<file path="config.mk">
export PLATFORM = sky130hd
export DESIGN_NAME = slave_tmr_ctrl
export DESIGN_NICKNAME = d
export VERILOG_FILES = /design/src/rtl/slv_tmr_pkg.sv /design/src/rtl/tsm_trig_front.sv /design/src/rtl/tsm_mode_fsm.sv /design/src/rtl/tsm_counter.sv /design/src/rtl/slave_tmr_ctrl.sv
export SDC_FILE = /design/constraint.sdc
export NUM_CORES = 1
export LEC_CHECK = 0
export ABC_AREA = 1
export ABC_CLOCK_PERIOD_IN_PS = 1400
export CORE_MARGIN = 4
export CORE_UTILIZATION = 45
export CTS_CLUSTER_SIZE = 25
export DETAILED_ROUTE_END_ITERATION = 12
export PLACE_DENSITY = 0.77
export RECOVER_POWER = 25
export SLEW_MARGIN = 20
export SYNTH_ARGS = -nofsm -noshare
export SYNTH_HDL_FRONTEND = slang
export SYNTH_SLANG_ARGS = --single-unit
</file>
<file path="constraint.sdc">
create_clock -name clk -period 1.4 [get_ports clk]
set_input_delay 0.21 -clock clk [delete_from_list [all_inputs] [get_ports clk]]
set_output_delay 0.21 -clock clk [all_outputs]
set_load 0.01 [all_outputs]
</file>
<file path="src/rtl/slv_tmr_pkg.sv">
package slv_tmr_pkg;

    localparam int MODE_W = 4;
    localparam int TSEL_W = 3;

    typedef enum logic [MODE_W-1:0] {
        MD_OFF    = 4'b0000,
        MD_RESET  = 4'b0100,
        MD_GATED  = 4'b0101,
        MD_TRIG   = 4'b0110,
        MD_EXTCLK = 4'b0111,
        MD_COMBO  = 4'b1000
    } mode_e;

    typedef enum logic {
        ST_HALT = 1'b0,
        ST_RUN  = 1'b1
    } run_st_e;

    // Reserved codes fold onto the disabled mode
    function automatic mode_e decode_mode(input logic [MODE_W-1:0] code);
        case (code)
            4'b0100: return MD_RESET;
            4'b0101: return MD_GATED;
            4'b0110: return MD_TRIG;
            4'b0111: return MD_EXTCLK;
            4'b1000: return MD_COMBO;
            default: return MD_OFF;
        endcase
    endfunction

endpackage

</file>
<file path="src/rtl/tsm_trig_front.sv">
module tsm_trig_front
    import slv_tmr_pkg::*;
#(
    parameter int NUM_ITR     = 4,
    parameter int SYNC_STAGES = 2
) (
    input  logic               clk,
    input  logic               rst_n,
    input  logic [NUM_ITR-1:0] itr_i,
    input  logic               ext_i,
    input  logic               pol_i,
    input  logic [TSEL_W-1:0]  tsel_i,
    output logic               trg_lvl_o,
    output logic               trg_rise_o
);

    localparam int RAW_W = NUM_ITR + 1;
    localparam logic [TSEL_W-1:0] SEL_EDGE  = 3'd4;
    localparam logic [TSEL_W-1:0] SEL_LEVEL = 3'd5;

    logic [RAW_W-1:0]                  raw;
    logic [SYNC_STAGES-1:0][RAW_W-1:0] sync_q;
    logic [RAW_W-1:0]                  stable;
    logic                              ext_lvl;
    logic                              ext_q;
    logic                              ext_pulse;
    logic                              sel;
    logic                              trg_q;

    // Polarity is applied before the synchroniser so one chain serves all paths
    assign raw = {ext_i ^ pol_i, itr_i};

    always_ff @(posedge clk or negedge rst_n) begin
        if (!rst_n) begin
            sync_q <= '0;
        end else begin
            sync_q[0] <= raw;
            for (int i = 1; i < SYNC_STAGES; i++) begin
                sync_q[i] <= sync_q[i-1];
            end
        end
    end

    assign stable    = sync_q[SYNC_STAGES-1];
    assign ext_lvl   = stable[NUM_ITR];
    assign ext_pulse = ext_lvl ^ ext_q;

    always_comb begin
        sel = 1'b0;
        for (int k = 0; k < NUM_ITR; k++) begin
            if (tsel_i == TSEL_W'(k)) sel = stable[k];
        end
        if (tsel_i == SEL_EDGE)  sel = ext_pulse;
        if (tsel_i == SEL_LEVEL) sel = ext_lvl;
    end

    always_ff @(posedge clk or negedge rst_n) begin
        if (!rst_n) begin
            ext_q <= 1'b0;
            trg_q <= 1'b0;
        end else begin
            ext_q <= ext_lvl;
            trg_q <= sel;
        end
    end

    assign trg_lvl_o  = sel;
    assign trg_rise_o = sel & ~trg_q;

endmodule

</file>
<file path="src/rtl/tsm_mode_fsm.sv">
module tsm_mode_fsm
    import slv_tmr_pkg::*;
(
    input  logic  clk,
    input  logic  rst_n,
    input  mode_e mode_i,
    input  logic  cnt_en_i,
    input  logic  trg_lvl_i,
    input  logic  trg_rise_i,
    output logic  tick_o,
    output logic  clear_o
);

    run_st_e state_q;
    run_st_e state_d;
    logic    start_mode;
    logic    clear_mode;

    assign start_mode = (mode_i == MD_TRIG)  || (mode_i == MD_COMBO);
    assign clear_mode = (mode_i == MD_RESET) || (mode_i == MD_COMBO);

    // State register
    always_ff @(posedge clk or negedge rst_n) begin
        if (!rst_n) state_q <= ST_HALT;
        else        state_q <= state_d;
    end

    // Transitions: sw_start / trig_start into ST_RUN, sw_stop back to ST_HALT
    always_comb begin
        state_d = state_q;
        unique case (state_q)
            ST_HALT: if (cnt_en_i || (start_mode && trg_rise_i)) state_d = ST_RUN;
            ST_RUN:  if (!cnt_en_i && !start_mode)                state_d = ST_HALT;
        endcase
    end

    // Outputs
    always_comb begin
        tick_o  = 1'b0;
        clear_o = trg_rise_i && clear_mode;
        unique case (state_q)
            ST_HALT: tick_o = 1'b0;
            ST_RUN: begin
                case (mode_i)
                    MD_GATED:  tick_o = trg_lvl_i;
                    MD_EXTCLK: tick_o = trg_rise_i;
                    default:   tick_o = 1'b1;
                endcase
            end
        endcase
    end

endmodule

</file>
<file path="src/rtl/tsm_counter.sv">
module tsm_counter #(
    parameter int CNT_W = 16
) (
    input  logic             clk,
    input  logic             rst_n,
    input  logic             tick_i,
    input  logic             clear_i,
    input  logic [CNT_W-1:0] arr_i,
    output logic [CNT_W-1:0] cnt_o,
    output logic             upd_o
);

    always_ff @(posedge clk or negedge rst_n) begin
        if (!rst_n) begin
            cnt_o <= '0;
            upd_o <= 1'b0;
        end else begin
            upd_o <= 1'b0;
            if (clear_i) begin
                cnt_o <= '0;
                upd_o <= 1'b1;
            end else if (tick_i) begin
                if (cnt_o == arr_i) begin
                    cnt_o <= '0;
                    upd_o <= 1'b1;
                end else begin
                    cnt_o <= cnt_o + 1'b1;
                end
            end
        end
    end

endmodule

</file>
<file path="src/rtl/slave_tmr_ctrl.sv">
module slave_tmr_ctrl
    import slv_tmr_pkg::*;
#(
    parameter int CNT_W       = 16,
    parameter int NUM_ITR     = 4,
    parameter int SYNC_STAGES = 2
) (
    input  logic               clk,
    input  logic               rst_n,
    input  logic               cnt_en_i,
    input  logic [MODE_W-1:0]  mode_i,
    input  logic [TSEL_W-1:0]  tsel_i,
    input  logic               ext_pol_i,
    input  logic [NUM_ITR-1:0] itr_i,
    input  logic               ext_in_i,
    input  logic [CNT_W-1:0]   arr_i,
    input  logic               flag_clr_i,
    output logic [CNT_W-1:0]   cnt_o,
    output logic               upd_o,
    output logic               trig_flag_o
);

    mode_e mode_dec;
    logic  trg_lvl;
    logic  trg_rise;
    logic  tick;
    logic  clear;

    assign mode_dec = decode_mode(mode_i);

    tsm_trig_front #(
        .NUM_ITR     (NUM_ITR),
        .SYNC_STAGES (SYNC_STAGES)
    ) u_front (
        .clk        (clk),
        .rst_n      (rst_n),
        .itr_i      (itr_i),
        .ext_i      (ext_in_i),
        .pol_i      (ext_pol_i),
        .tsel_i     (tsel_i),
        .trg_lvl_o  (trg_lvl),
        .trg_rise_o (trg_rise)
    );

    tsm_mode_fsm u_fsm (
        .clk        (clk),
        .rst_n      (rst_n),
        .mode_i     (mode_dec),
        .cnt_en_i   (cnt_en_i),
        .trg_lvl_i  (trg_lvl),
        .trg_rise_i (trg_rise),
        .tick_o     (tick),
        .clear_o    (clear)
    );

    tsm_counter #(
        .CNT_W (CNT_W)
    ) u_counter (
        .clk     (clk),
        .rst_n   (rst_n),
        .tick_i  (tick),
        .clear_i (clear),
        .arr_i   (arr_i),
        .cnt_o   (cnt_o),
        .upd_o   (upd_o)
    );

    // Sticky trigger flag, set wins over clear
    always_ff @(posedge clk or negedge rst_n) begin
        if (!rst_n)          trig_flag_o <= 1'b0;
        else if (trg_rise)   trig_flag_o <= 1'b1;
        else if (flag_clr_i) trig_flag_o <= 1'b0;
    end

endmodule

</file>
Word level (Yosys, flattened, before mapping)

Index checks and enable logic that the tools add are counted.

Flip-flop bits (word level): 31
Input port bits: 33
Output and inout port bits: 18
Logic and storage cells: 61

Add/subtract/negate cells: 1
Equal/unequal tests: 16
Muxes and demuxes: 20
Bitwise gates (word level): 5
Reduce and logical (&&, ||, !) cells: 11

Operator list:

| kind                  | number |
|---|---|
| $mux 16               | 3 |
| $eq 4x3->1 const B    | 8 |
| $pmux 4 s5            | 1 |
| $add 16x1->16 const B | 1 |
| $eq 16x16->1          | 1 |
| $mux 1                | 13 |
| $eq 4x4->1 const B    | 2 |
| $eq 3x2->1 const B    | 2 |
| $eq 3x3->1 const B    | 2 |
| $pmux 1 s2            | 3 |
| $reduce_bool 2->1     | 2 |
| $eq 3x1->1 const B    | 1 |
| $logic_and 1x1->1     | 3 |
| $logic_not 3->1       | 1 |
| $logic_or 1x1->1      | 3 |
| $logic_not 1->1       | 2 |
| $not 1->1             | 2 |
| $xor 1x1->1           | 2 |
| $and 1x1->1           | 1 |

Logic depth before layout (Yosys ltp)

Depth after elaboration: 12
Gate-level depth with buffers: 12
Depth with buffers taken out: 11

Hierarchy

From an unflattened synthesis, not the netlist that was laid out.

Cells, all modules: 295
Area, all modules: 1939.4 um^2

By module, submodules not included:

| module         | times used | cells each | area an instance (um^2) | seq. area each (um^2) |
|---|---|---|---|---|
| tsm_counter    | 1          | 226        | 1340.0                  | 425.4 |
| tsm_trig_front | 1          | 31         | 402.9                   | 300.3 |
| tsm_mode_fsm   | 1          | 24         | 116.4                   | 25.0 |
| slave_tmr_ctrl | 1          | 14         | 80.1                    | 25.0 |

Worst setup path after synthesis

No wires, ideal clock.

Path kind: register to register
From: reg u_counter.cnt_o[0]
To: reg u_counter.cnt_o[8]
Library setup time: 65 ps
Arrival: 1489 ps
Required time: 1335 ps
Slack: -154 ps
Cell stages (with the launch flop): 11
Buffers on the path: 0
Period minus slack after synthesis: 1554 ps
Cells stage by stage: dfrtp_1 ha_1 inv_1 nor2_1 nand2_1 xor2_1 inv_1 nand2_1 nor2_1 nand2_1 nand2_1

Longest elaborated chain between the ends: 4
Elaborated cells between the ends (all ways): 5
Classes of those cells: 1 x add/sub; 1 x eq/ne; 3 x mux

RTL lines:

| element                                       | RTL line                             | source |
|---|---|---|
| from (decl)                                   | tsm_counter.sv:9                     | `output logic [CNT_W-1:0] cnt_o,` |
| from (signal assigned)                        | tsm_counter.sv:27                    | `cnt_o <= cnt_o + 1'b1;` |
| $add 16x1->16 or $eq 16x16->1 (tied branches) | tsm_counter.sv:27, tsm_counter.sv:23 |  |
| $mux 16 *                                     | tsm_counter.sv:23                    | `if (cnt_o == arr_i) begin` |
| $mux 16 *                                     | tsm_counter.sv:22                    | `end else if (tick_i) begin` |
| $mux 16 *                                     | tsm_counter.sv:19                    | `if (clear_i) begin` |

Every way passes the cells marked *; elsewhere a longest branch is shown, timed or not. The select of a mux whose other input is x is not followed.
A chain may end at the register's enable or synchronous reset.

Worst setup path in the final report

From: reg u_counter.cnt_o[8]
To: reg u_counter.cnt_o[13]

The elaborated chain is that of the path after synthesis.

==> summary.md <==
| Metric | Value |
|---|---|
| Post-Syn Area | `roughly 2100 sq um` |
| Port bufs | `50` |
| PD cells | `between 900 and 1000 nW/um^2` |
| Crit Path Category | `reg2reg` |
| EDFF count, synth | `0` |
| Dpl ws | `-0.4311 ns` |
| Endpoint class of the critical path | `flip-flop` |
| Violated checks | `setup timing` |
| Row count | `24` |
| R2R Path Start | `u_counter.cnt_o[8]$_DFFE_PN0P_` |
| Worst VDD drop | `between 0.6 and 0.7 mV` |
| CP endpoint | `u_counter.cnt_o[13]$_DFFE_PN0P_` |
| Layout cells sized above 1 | `24.65%` |
| Die area | `between 5000 and 6000 sq um` |
| Post-Syn Nets | `360` |
| Core area | `4414 sq um` |
| Register area share after synthesis | `37.53%` |
| Max-cap violations | `0` |
| Top cell type by total area after synthesis | `dfrtp_1` |
| R2r endpoint | `u_counter.cnt_o[13]$_DFFE_PN0P_` |
| Hold Crit Class | `reg2reg` |
| Largest net degree at the start of global routing | `32` |
| Post-route setup slack | `-0.1791 ns` |
| Final Instance Area | `between 3000 and 4000 sq um` |
| Max-slew violation count | `0` |
| Synth Instances | `about 330` |
| Routed vias/inst | `approximately 4.9` |
| Top-area cell type share of the netlist area | `about 38%` |
| Outcome | `finished, violations left` |
| Max clock buf depth | `2` |
| Fillers | `359` |
| Die height | `approximately 76 um` |
| RePlAce Congestion | `~0.89` |
| Drt wl/cell | `12.12 um` |
| Setup crit start kind | `flip-flop` |
| Die X | `roughly 76 um` |
| Design Power | `2879 uW` |
| Post-layout net count | `around 460` |
| Final setup fails | `17` |
| Leak | `between 0.0015 and 0.002 uW` |
| Area grow syn2layout | `53.15%` |
| Minimum clock period | `~1.6 ns` |
| Remaining antenna violation count | `0` |
| Avg Synthesized Cell Area | `around 6.3 sq um` |
| Final HPWL DP | `4032 um` |
| H-tree level count | `2` |
| Clock transition at path regs | `roughly 0.07 ns` |
| Root Buffer | `clkbuf_8` |
| RSZ-0062 raised after global routing | `yes` |
| Drc violations | `0` |
| Worst-path fanout max | `4` |
| Synth area leaders | `dfrtp_1 (38%), nand2_1 (23%), nor2_1 (10%)` |
| R2r setup slk | `-0.18 ns` |
| FMAX | `~630 MHz` |
| Vias in the first global route | `around 2,300` |
| Initial antenna violation count | `0` |
| Dpl cell area | `roughly 2900 sq um` |
| Hold-fix buffers at CTS | `0` |
| Yosys cell types | `19` |
| Iter 0 DRT Violations | `149` |
| Initial Utilization | `approximately 47%` |
| Slew headroom | `between 40% and 50%` |
| IO Count | `51` |
| First-pass GRT wire length | `~9500 um` |
| CTS Buf Count | `5` |
| Worst Tran Pin Value | `between 0.7 and 0.8 ns` |
| Worst skew pair latency | `roughly 0.29 ns` |
| Total GRT Usage | `between 20% and 30%` |
| Worst clock skew | `a little over 0.009 ns` |
| CTS Sinks | `31` |
| Worst Path Required | `roughly 1.6 ns` |
| Grt ovf | `0` |
| Hold WS | `~0.35 ns` |
| Total Wirelength | `5843 um` |
| Top-count cell post-synth | `nand2_1` |
| Total number of vias | `2,348` |
| Synth warnings | `0` |
| DR pass1 iterations | `4` |
| Final worst-path cycle share | `112.8%` |
| Fin. Hold Viols | `0` |
| Post-layout util | `between 70% and 80%` |
| Synth Flop Type | `dfrtp_1` |
| Post-synth ARST share | `100.0%` |
| FF-to-FF path depth | `11` |
| Critical path origin | `u_counter.cnt_o[8]$_DFFE_PN0P_` |
| Synth top cells by count | `nand2_1 (126), nor2_1 (56), inv_1 (45)` |
| Critical path arrival | `about 1.8 ns` |
| Ant diodes | `0` |
| Register bit total from synthesis | `31` |
| CTS tree | `built` |
## worst min-delay path by stage
stage                           startpoint                             end  slack, ns  depth (start not counted)
6_report       u_front.sync_q[1]$_DFF_PN0_     u_front.stable[1]$_DFF_PN0_       0.35                          0
5_1_grt        u_front.sync_q[4]$_DFF_PN0_     u_front.stable[4]$_DFF_PN0_       0.36                          0
4_1_cts                              rst_n  u_counter.cnt_o[9]$_DFFE_PN0P_       0.28                          2
3_5_place_dp   u_front.sync_q[1]$_DFF_PN0_     u_front.stable[1]$_DFF_PN0_       0.34                          0
3_3_place_gp   u_front.sync_q[3]$_DFF_PN0_     u_front.stable[3]$_DFF_PN0_       0.33                          0
2_1_floorplan                        rst_n         trig_flag_o$_DFFE_PN0P_      -0.09                          0
## flip-flops by register name, summed over array words and instances (netlist names)
signal	flops
u_front.ext_q	1
u_front.sync_q	5
u_front.stable	5
u_front.trg_q	1
u_counter.cnt_o	16
u_fsm.state_q	1
trig_flag_o	1
u_counter.upd_o	1
## cells by family after synthesis
kind of cell / after synthesis / synth area share [%]
compound gates: 3 / 0.7262
fa+ha+maj: 1 / 0.6052
simple gates: 228 / 45.82
xor+xnor: 10 / 4.238
buf+inv: 53 / 11.08
flops: 31 / 37.53
## layout make-up
type                            instances  area [sq um]  share of cell area, %
Multi-Input combinational cell        244          1181                  37.31
Timing Repair Buffer                   99         865.8                  27.35
Sequential cell                        31         784.5                  24.78
Inverter                               48         180.2                  5.692
Clock buffer                            5         68.82                  2.174
Tap cell                               52         65.06                  2.055
Clock inverter                          3         20.02                 0.6324
## report_power, final
group          leakage [uW]  total (uW)  switching (uW)  internal, uW
sequential         0.000386        1110             113           999
clock             0.0000402         712             367           345
combinational       0.00134        1050             514           541
total               0.00176        2880             994          1880
## cell usage in the layout, fill, tap and decap left out, types with 7 or more instances in the layout
cell / synthesis / routed
nand2_2: 6 / 17
xor2_1: 8 / 8
nor2_1: 56 / 49
dfrtp_2: 0 / 7
nand2_1: 126 / 113
clkdlybuf4s50_1: 0 / 27
dfrtp_1: 31 / 24
nand3_1: 27 / 27
buf_4: 2 / 47
inv_1: 45 / 44
dlygate4sd2_1: 0 / 15
## per-layer routing
layer / GRT usage (%) / routed length (um)
met1: 25.10 / 2271
met2: 38.69 / 2874
met3: 5.013 / 505
met4: 10.49 / 191
met5: 0 / 0
## critical path, stage by stage, from the launching register on
cell and delay [ns]:
dfrtp_1 0.39, buf_4 0.14, nand2_1 0.12, nor2_2 0.17, nand2_1 0.09, nor2_1 0.09
nor2_1 0.05, nor2_1 0.15, nand2_2 0.07, nor2_2 0.09, nand2_1 0.09, nand2_1 0.07
## stage by stage
step           TNS, ns  std cells
6_report        -2.085        482
3_3_place_gp    -6.502        462
3_5_place_dp    -7.145        462
4_1_cts         -1.485        478
2_1_floorplan        0        326
5_1_grt         -3.643        482
## repair_timing
action                                 4_1_cts  5_1_grt
setup endpoints to repair                   35       19
buffers inserted                             6        4
endpoints found under the hold margin        0        0
pin swaps                                    3       15
resized for setup                           37       21
gates cloned                                 2        0
Note: power is estimated with default switching activity, not from simulation.
